$ cat config.mk
export PLATFORM = sky130hd
export DESIGN_NAME = lane_ovr_seq
export DESIGN_NICKNAME = d
export VERILOG_FILES = /design/src/rtl/lane_ovr_pkg.sv /design/src/rtl/lane_ovr_addr.sv /design/src/rtl/lane_ovr_cnt.sv /design/src/rtl/lane_ovr_seq.sv
export SDC_FILE = /design/constraint.sdc
export NUM_CORES = 1
export LEC_CHECK = 0
export BUFFER_PORTS_ARGS = -buffer_cell sky130_fd_sc_hd__buf_2
export CORE_MARGIN = 8
export CORE_UTILIZATION = 40
export CTS_BUF_LIST = sky130_fd_sc_hd__clkbuf_16
export DETAILED_ROUTE_END_ITERATION = 8
export GPL_TIMING_DRIVEN = 0
export SLEW_MARGIN = 10
export SYNTH_ARGS = -nofsm -noshare
export SYNTH_HDL_FRONTEND = slang
export SYNTH_SLANG_ARGS = --single-unit
$ cat constraint.sdc
create_clock -name clk_i -period 2.2 [get_ports clk_i]
set_input_delay 0.44 -clock clk_i [delete_from_list [all_inputs] [get_ports clk_i]]
set_output_delay 0.44 -clock clk_i [all_outputs]
set_load 0.02 [all_outputs]
$ cat src/rtl/lane_ovr_pkg.sv
`timescale 1ns/1ps
package lane_ovr_pkg;

  typedef enum logic [1:0] {
    SEL_RX_STS,
    SEL_RX_OVR,
    SEL_TX_STS,
    SEL_TX_OVR
  } reg_sel_e;

  typedef enum logic [3:0] {
    ST_IDLE,
    ST_POLL,
    ST_RX_RD,
    ST_RX_WR,
    ST_WAIT,
    ST_TX_RD,
    ST_TX_WR,
    ST_DIS_RD,
    ST_DIS_WR
  } seq_state_e;

  localparam int HALF_RATE_BIT = 0;
  localparam int DPLL_MODE_LSB = 8;
  localparam int ATTEN_LSB     = 10;
  localparam int DPLL_RST_BIT  = 11;
  localparam int RX_OVR_BIT    = 14;
  localparam int TX_OVR_BIT    = 15;

  localparam int RX_WR_STEPS = 5;
  localparam int TX_WR_STEPS = 3;

endpackage

$ cat src/rtl/lane_ovr_addr.sv
`timescale 1ns/1ps
module lane_ovr_addr
  import lane_ovr_pkg::*;
#(
  parameter int              ADDR_W      = 16,
  parameter int              LANE_W      = 2,
  parameter logic [ADDR_W-1:0] LANE_STRIDE = 16'h0100,
  parameter logic [ADDR_W-1:0] RX_STS_BASE = 16'h2002,
  parameter logic [ADDR_W-1:0] RX_OVR_BASE = 16'h2005,
  parameter logic [ADDR_W-1:0] TX_STS_BASE = 16'h2001,
  parameter logic [ADDR_W-1:0] TX_OVR_BASE = 16'h2004
) (
  input  reg_sel_e          sel_i,
  input  logic [LANE_W-1:0] lane_i,
  output logic [ADDR_W-1:0] addr_o
);

  logic [ADDR_W-1:0] base;
  logic [ADDR_W-1:0] offs;

  always_comb begin
    unique case (sel_i)
      SEL_RX_STS: base = RX_STS_BASE;
      SEL_RX_OVR: base = RX_OVR_BASE;
      SEL_TX_STS: base = TX_STS_BASE;
      default:    base = TX_OVR_BASE;
    endcase
  end

  assign offs   = ADDR_W'(ADDR_W'(lane_i) * LANE_STRIDE);
  assign addr_o = base + offs;

endmodule

$ cat src/rtl/lane_ovr_cnt.sv
`timescale 1ns/1ps
module lane_ovr_cnt #(
  parameter int W = 8
) (
  input  logic         clk_i,
  input  logic         rst_ni,
  input  logic         load_i,
  input  logic [W-1:0] load_val_i,
  input  logic         dec_i,
  output logic         zero_o
);

  logic [W-1:0] cnt_q;

  always_ff @(posedge clk_i or negedge rst_ni) begin
    if (!rst_ni)     cnt_q <= '0;
    else if (load_i) cnt_q <= load_val_i;
    else if (dec_i && cnt_q != '0) cnt_q <= cnt_q - 1'b1;
  end

  assign zero_o = (cnt_q == '0);

endmodule

$ cat src/rtl/lane_ovr_seq.sv
`timescale 1ns/1ps
module lane_ovr_seq
  import lane_ovr_pkg::*;
#(
  parameter int                ADDR_W      = 16,
  parameter int                DATA_W      = 16,
  parameter int                LANE_W      = 2,
  parameter int                MODE_W      = 3,
  parameter int                ATTEN_W     = 4,
  parameter logic [ADDR_W-1:0] LANE_STRIDE = 16'h0100,
  parameter logic [ADDR_W-1:0] RX_STS_BASE = 16'h2002,
  parameter logic [ADDR_W-1:0] RX_OVR_BASE = 16'h2005,
  parameter logic [ADDR_W-1:0] TX_STS_BASE = 16'h2001,
  parameter logic [ADDR_W-1:0] TX_OVR_BASE = 16'h2004,
  parameter int                POLL_MAX    = 1000,
  parameter int                WAIT_CYC    = 1500000
) (
  input  logic               clk_i,
  input  logic               rst_ni,
  input  logic               start_i,
  input  logic               disable_i,
  input  logic [LANE_W-1:0]  lane_i,
  input  logic [MODE_W-1:0]  mode_i,
  input  logic [ATTEN_W-1:0] atten_i,
  output logic               req_o,
  output logic               we_o,
  output logic [ADDR_W-1:0]  addr_o,
  output logic [DATA_W-1:0]  wdata_o,
  input  logic               ack_i,
  input  logic [DATA_W-1:0]  rdata_i,
  output logic               done_o
);

  localparam int PCW    = $clog2(POLL_MAX + 1);
  localparam int WCW    = $clog2(WAIT_CYC + 1);
  localparam int STEP_W = $clog2(RX_WR_STEPS);
  localparam logic [DATA_W-1:0] RX_OVR_M = DATA_W'(1) << RX_OVR_BIT;
  localparam logic [DATA_W-1:0] TX_OVR_M = DATA_W'(1) << TX_OVR_BIT;
  localparam logic [DATA_W-1:0] DRST_M   = DATA_W'(1) << DPLL_RST_BIT;

  seq_state_e         state_q;
  logic [STEP_W-1:0]  step_q;
  logic [DATA_W-1:0]  shadow_q;
  logic [LANE_W-1:0]  lane_q;
  logic [MODE_W-1:0]  mode_q;
  logic [ATTEN_W-1:0] atten_q;
  logic               done_q;
  logic               skip_tx;

  reg_sel_e sel;
  logic     poll_load, poll_dec, poll_zero;
  logic     wait_load, wait_dec, wait_zero;
  logic     half_rate, rx_last, tx_last;

  assign skip_tx   = atten_q[ATTEN_W-1];
  assign half_rate = rdata_i[HALF_RATE_BIT];
  assign rx_last   = (step_q == STEP_W'(RX_WR_STEPS - 1));
  assign tx_last   = (step_q == STEP_W'(TX_WR_STEPS - 1));

  assign poll_load = (state_q == ST_IDLE) && start_i;
  assign poll_dec  = (state_q == ST_POLL) && ack_i && half_rate;
  assign wait_load = (state_q == ST_RX_WR) && ack_i && rx_last;
  assign wait_dec  = (state_q == ST_WAIT);

  lane_ovr_cnt #(.W(PCW)) u_poll_cnt (
    .clk_i      (clk_i),
    .rst_ni     (rst_ni),
    .load_i     (poll_load),
    .load_val_i (PCW'(POLL_MAX - 1)),
    .dec_i      (poll_dec),
    .zero_o     (poll_zero)
  );

  lane_ovr_cnt #(.W(WCW)) u_wait_cnt (
    .clk_i      (clk_i),
    .rst_ni     (rst_ni),
    .load_i     (wait_load),
    .load_val_i (WCW'(WAIT_CYC - 1)),
    .dec_i      (wait_dec),
    .zero_o     (wait_zero)
  );

  always_comb begin
    unique case (state_q)
      ST_RX_WR, ST_DIS_WR: sel = SEL_RX_OVR;
      ST_TX_RD:            sel = SEL_TX_STS;
      ST_TX_WR:            sel = SEL_TX_OVR;
      default:             sel = SEL_RX_STS;
    endcase
  end

  lane_ovr_addr #(
    .ADDR_W      (ADDR_W),
    .LANE_W      (LANE_W),
    .LANE_STRIDE (LANE_STRIDE),
    .RX_STS_BASE (RX_STS_BASE),
    .RX_OVR_BASE (RX_OVR_BASE),
    .TX_STS_BASE (TX_STS_BASE),
    .TX_OVR_BASE (TX_OVR_BASE)
  ) u_addr (
    .sel_i  (sel),
    .lane_i (lane_q),
    .addr_o (addr_o)
  );

  assign req_o   = (state_q != ST_IDLE) && (state_q != ST_WAIT);
  assign we_o    = (state_q == ST_RX_WR) || (state_q == ST_TX_WR) ||
                   (state_q == ST_DIS_WR);
  assign wdata_o = shadow_q;
  assign done_o  = done_q;

  always_ff @(posedge clk_i or negedge rst_ni) begin
    if (!rst_ni) begin
      state_q  <= ST_IDLE;
      step_q   <= '0;
      shadow_q <= '0;
      lane_q   <= '0;
      mode_q   <= '0;
      atten_q  <= '0;
      done_q   <= 1'b0;
    end else begin
      done_q <= 1'b0;
      unique case (state_q)
        ST_IDLE: begin
          // start outranks disable when both arrive together
          if (start_i) begin
            lane_q  <= lane_i;
            mode_q  <= mode_i;
            atten_q <= atten_i;
            state_q <= ST_POLL;
          end else if (disable_i) begin
            lane_q  <= lane_i;
            state_q <= ST_DIS_RD;
          end
        end
        ST_POLL: if (ack_i && !(half_rate && !poll_zero)) state_q <= ST_RX_RD;
        ST_RX_RD: if (ack_i) begin
          shadow_q <= rdata_i & ~RX_OVR_M;
          step_q   <= '0;
          state_q  <= ST_RX_WR;
        end
        ST_RX_WR: if (ack_i) begin
          step_q <= step_q + 1'b1;
          unique case (step_q)
            STEP_W'(0): shadow_q <= shadow_q | RX_OVR_M;
            STEP_W'(1): shadow_q[DPLL_MODE_LSB +: MODE_W] <= mode_q;
            STEP_W'(2): shadow_q <= shadow_q | DRST_M;
            STEP_W'(3): shadow_q <= shadow_q & ~DRST_M;
            default:    state_q  <= ST_WAIT;
          endcase
        end
        ST_WAIT: if (wait_zero) begin
          if (skip_tx) begin
            state_q <= ST_IDLE;
            done_q  <= 1'b1;
          end else begin
            state_q <= ST_TX_RD;
          end
        end
        ST_TX_RD: if (ack_i) begin
          shadow_q <= rdata_i & ~TX_OVR_M;
          step_q   <= '0;
          state_q  <= ST_TX_WR;
        end
        ST_TX_WR: if (ack_i) begin
          step_q <= step_q + 1'b1;
          if (tx_last) begin
            state_q <= ST_IDLE;
            done_q  <= 1'b1;
          end else if (step_q == '0) begin
            shadow_q <= shadow_q | TX_OVR_M;
          end else begin
            shadow_q[ATTEN_LSB +: ATTEN_W-1] <=
              shadow_q[ATTEN_LSB +: ATTEN_W-1] | atten_q[ATTEN_W-2:0];
          end
        end
        ST_DIS_RD: if (ack_i) begin
          shadow_q <= rdata_i & ~RX_OVR_M;
          state_q  <= ST_DIS_WR;
        end
        ST_DIS_WR: if (ack_i) begin
          state_q <= ST_IDLE;
          done_q  <= 1'b1;
        end
        default: state_q <= ST_IDLE;
      endcase
    end
  end

endmodule

Yosys cells after proc, flatten, opt, wreduce, memory -nomap -nowiden:

Cells that the tools add are included.

* add/sub/neg operators: 4
* multipliers: 0
* div/mod/pow operators: 0
* $lt $le $gt $ge: 0
* eq/ne operators: 38
* shift operators: 0
* mux-type cells: 41
* bitwise logic cells: 3
* reductions and logical operators: 46

Operators by type and width (number)
* $mux W16: 4
* $pmux W16 S4: 1
* $mux W4: 12
* $mux W21: 2
* $pmux W4 S9: 1
* $ne A2 B2 Y1 const B: 14
* $logic_not A21 Y1: 1
* $reduce_bool A21 Y1: 1
* $sub A21 B1 Y21 const B: 1
* $mux W10: 2
* $mux W3: 6
* $eq A4 B3 Y1 const B: 4
* $reduce_and A8 Y1: 2
* $add A14 B10 Y15: 1
* $mux W15: 1
* $ne A2 B1 Y1 const B: 7
* $reduce_and A7 Y1: 2
* $pmux W4 S3: 1
* $reduce_and A11 Y1: 1
* $logic_and A1 B1 Y1: 10
* $logic_not A10 Y1: 1
* $reduce_bool A10 Y1: 1
* $reduce_bool A2 Y1: 5
* $sub A10 B1 Y10 const B: 1
* 34 further kinds: 50

* flip-flop bits (word level): 64
* bits in latches: 0
* RAM bits: 0
* bits in read-only memories: 0
* input bits: 30
* output and inout port bits: 35
* logic and storage cells: 147
* memories kept: 0

Longest topological paths before layout:

* depth in word-level cells: 7
* gate-level depth with buffers: 7
* depth with buffers taken out: 7

Modules after synthesis:

A second synthesis with hierarchy kept.

* cells, all modules: 439
* area, all modules: 4093.9 um^2

Modules (own cells, without submodules)
* lane_ovr_seq: times used 1, cells an instance 203, area an instance 1936.9 um^2, seq. area each 825.8 um^2
* lane_ovr_cnt (u_wait_cnt): times used 1, cells an instance 146, area an instance 1373.8 um^2, seq. area each 525.5 um^2
* lane_ovr_cnt (u_poll_cnt): times used 1, cells an instance 69, area an instance 626.9 um^2, seq. area each 250.2 um^2
* lane_ovr_addr: times used 1, cells an instance 21, area an instance 156.4 um^2, seq. area each 0.0 um^2

Worst setup path before layout:

Ideal clock, no wire load.

* path kind: reg2out
* start: reg state_q[0]
* end: out addr_o[0]
* arrival time: 1.941 ns
* data required time: 1.760 ns
* path slack: -0.181 ns
* stages on the path, launching flop included: 8
* buffers on the path: 3
* cell sequence: dfrtp_1 buf_2 clkbuf_1 buf_1 nor3_1 or2_2 inv_1 ha_1

* cells in the longest elaborated chain, start to end: 6
* elaborated cells between the ends (all ways): 11
* those cells by class: add/sub: 1; eq/ne: 6; mux: 2; reduce/logical: 2

RTL lines
* start, declared: RTL line lane_ovr_seq.sv:41 `seq_state_e state_q;`
* start signal, assigned: RTL line lane_ovr_seq.sv:114 `state_q <= ST_IDLE;`
* start signal, assigned: RTL line lane_ovr_seq.sv:130 `state_q <= ST_POLL;`
* start signal, assigned: RTL line lane_ovr_seq.sv:133 `state_q <= ST_DIS_RD;`
* $eq A4 B2 Y1 or $eq A4 B4 Y1 (tied branches): RTL line lane_ovr_seq.sv:84 `unique case (state_q)`
* $reduce_or A2 Y1: RTL line lane_ovr_seq.sv:84
* $pmux W2 S3 *: RTL line lane_ovr_seq.sv:84
* $eq A2 B2 Y1 (tied with other cells): RTL line lane_ovr_addr.sv:22 `unique case (sel_i)`
* $pmux W3 S3 *: RTL line lane_ovr_addr.sv:22
* $add A14 B10 Y15 *: RTL line lane_ovr_addr.sv:31 `assign addr_o = base + offs;`
* end, declared: RTL line lane_ovr_seq.sv:27 `output logic [ADDR_W-1:0] addr_o,`

Mark *: on every way between the ends. The rest lies on a longest branch, timed or not.

Worst setup path after layout:

Ends and elaborated chain as after synthesis.

==> flow_summary.toml <==
[global_route]
grt_pass1_vias = 3300
antenna_found_initial = 0
grt_pass1_wl_microns = 15900
grt_max_degree = 40
grt_remaining_overflow = 0
grt_usage_pct = 15.3

[yosys]
ys_ff_latch = 64
synth_warnings = 0
ys.flop_type = "dfrtp_1"
syn_area_sq_um = 3740
syn_area_per_cell_sq_um = 9.70
synth-seq-area-share_pct = 42.9
synth-edff-count = 0
post_synth_inst_count = 385
synthArstFlopShare_pct = 100
ys_types = 64

[pwr]
leakage_nw = 2.19
sw_frac_of_total_pct = 39.2
pwr-share-clk_pct = 19.4
ir_drop_mv = 0.656
p_per_area_nw_per_um2 = 1400
switchingPower_mw = 2.75
p_seq_share_pct = 27.4
comb_power_share_pct = 53.1
p_int_mw = 4.28

[critical_path]
reg2reg_setup_slack_ns = 0.05
worstPathRequired_ns = 1.76
worstPathArrival_ns = 1.86
start_kind = "flip-flop"
end_kind = "output pin"
reg2regPathDepth = 7
critPathKind = "reg -> out"
reg2reg_to = "u_wait_cnt.cnt_q[19]"
startpoint = "state_q[0]"
path_max_fanout = 5
endpoint = "addr_o[0]"
r2r_start = "state_q[1]"

[timing]
rsz0062_at_grt = "yes"
fin_skew_ns = 0.00757
holdWs_ns = 0.0168
tns_ns = -0.105
slew_violations = 0
min_period_over_period_pct = 104
setup_viol = 2
post-route-min-period_ns = 2.30
postLayoutSetupSlackWorst_ns = -0.0958
max_freq_mhz = 436
finalHoldViolCount = 0

[run_status]
status = "finished with violations"
violations = "negative setup slack"

[flow_run]
maxCapViolCount = 0

[die]
die_w_microns = 113
ios = 65
rows = 35
start_util_pct = 40.8
die_area_sq_um = 12700
die_h_microns = 113
coreArea_sq_um = 9150

[drt]
drt_iter0_drc = 228
routed_wl_microns = 9800
drc = 0
ant_nets = 0
firstDrtPassIters = 5
vias = 3317
wl_per_cell_microns = 16.3
viasPerCell = 5.53

[placement]
port_buffers = 53
routabilityCongestion = 0.880
dp_hpwl_microns = 6670

[worst_hold_path]
hp-class = "in -> async"

[cts]
cts-buffers-inserted = 9
clk_pin_slew_worst_paths_ns = 0.06
cts_sinks = 64
clkLatencyLatePin_ns = 0.33
cts_tree = "built"
root_buffer = "clkbuf_16"
hold_buffers = 0
cts_buffer_depth = 2
htree_levels = 3

[cells_and_area]
final_cell_mix = "dfrtp_1 (61), buf_2 (50), buf_4 (36)"
layout.nets = 526
layout_commonest_cell = "dfrtp_1"
drive_gt1_share_pct = 36.8
fillers = 796
layout-area-overhead-vs-synth_pct = 34.7
diodes = 0
## synthesized netlist by cell type (3+ instances only)
library cell	number	share of area, %
a21oi_1	13	1.7
a31oi_1	3	0.50
buf_2	4	0.54
buf_4	11	2.2
clkbuf_1	10	1.0
dfrtp_1	64	43
ha_1	10	3.3
inv_1	17	1.7
mux2_1	4	1.2
mux2_2	21	6.3
mux2i_1	6	1.6
nand2_1	37	3.7
nand2b_1	10	1.7
nand3_1	10	1.3
nand4_1	5	0.84
nor2_1	29	2.9
nor2b_1	4	0.67
nor3_1	16	2.1
nor4_1	5	0.84
o211ai_1	8	1.6
o21ai_0	15	2.0
o21ai_1	3	0.40
o31ai_1	3	0.60
o41ai_1	4	0.94
or3_1	5	0.84
or3b_1	3	0.70
xnor2_1	5	1.2
xor2_1	12	2.8
## power groups by stage
stage	clock network (mW)	logic (mW)	registers, mW
finish	1.37	3.73	1.93
global route	1.44	4.02	1.99
CTS	1.39	3.35	1.89
detailed placement	0	2.77	1.90
global placement	0	2.72	1.88
floorplan	0	1.87	2.05
## routing by layer
layer  track usage [%]  routed length (microns)  vias up
met5                 0                        0        -
met4              4.86                      150        0
met3              4.88                      761       20
met2              24.2                     4690      137
met1              19.4                     4200     1598
li1                  -                        -     1562
## metrics by stage
stage                     cell area (sq um)  util [%]  total power, mW  cells  setup WS [ns]
after global placement                 4180      45.7             4.60    558         -0.243
final                                  5030      55.0             7.03    600        -0.0958
after floorplan                        3770         -             3.92    394        0.00298
after CTS                              4780      52.2             6.63    590         -0.108
after detailed placement               4200      45.9             4.67    559         -0.272
after global routing                   5030      55.0             7.45    600         -0.142
## cell families after synthesis
| family | Yosys count | share of synthesized area [%] |
|---|---|---|
| mux | 31 | 9.14 |
| buf+inv | 45 | 5.96 |
| flops | 64 | 42.9 |
| compound gates | 72 | 12.9 |
| xor+xnor | 17 | 3.99 |
| fa+ha+maj | 10 | 3.35 |
| other cells | 2 | 0.201 |
| simple gates | 144 | 21.6 |
## repair_timing
action | in CTS | in global routing
gates resized for setup | 39 | 43
buffers inserted | 18 | 12
endpoints found under the setup margin | 10 | 27
pin swaps | 7 | 11
## worst min-delay path by stage
stage / from / to / slack, ns / depth (start not counted)
after floorplan: rst_ni / atten_q[0] / 0.14 / 0
after global placement: wdata_o[0] / wdata_o[0] / 0.47 / 2
after detailed placement: rst_ni / step_q[1] / 0.38 / 1
after CTS: rst_ni / wdata_o[1] / 0.03 / 1
after global routing: rst_ni / wdata_o[1] / 0.05 / 1
final: rst_ni / wdata_o[1] / 0.02 / 1
## critical path, cell delays in order, from the launching register on
cell       delay, ns
dfrtp_1         0.40
buf_6           0.14
clkbuf_16       0.14
buf_8           0.12
nor3_4          0.18
or2_4           0.15
inv_2           0.04
ha_4            0.25
buf_6           0.10
## sequential cells by signal (all words and copies together) (netlist names)
signal            cells
atten_q               4
done_o                1
lane_q                2
mode_q                3
state_q               4
step_q                3
u_poll_cnt.cnt_q     10
u_wait_cnt.cnt_q     21
wdata_o              16
## final cells by class
type                            count  area, sq um  share of cell area [%]
Buffer                             26          243                    4.82
Clock buffer                        9          225                    4.48
Clock inverter                      5         50.0                   0.995
Inverter                           17         68.8                    1.37
Multi-Input combinational cell    285         2140                    42.6
Sequential cell                    64         1610                    31.9
Tap cell                          111          139                    2.76
Timing Repair Buffer               83          558                    11.1
Note: power is estimated with default switching activity, not from simulation.
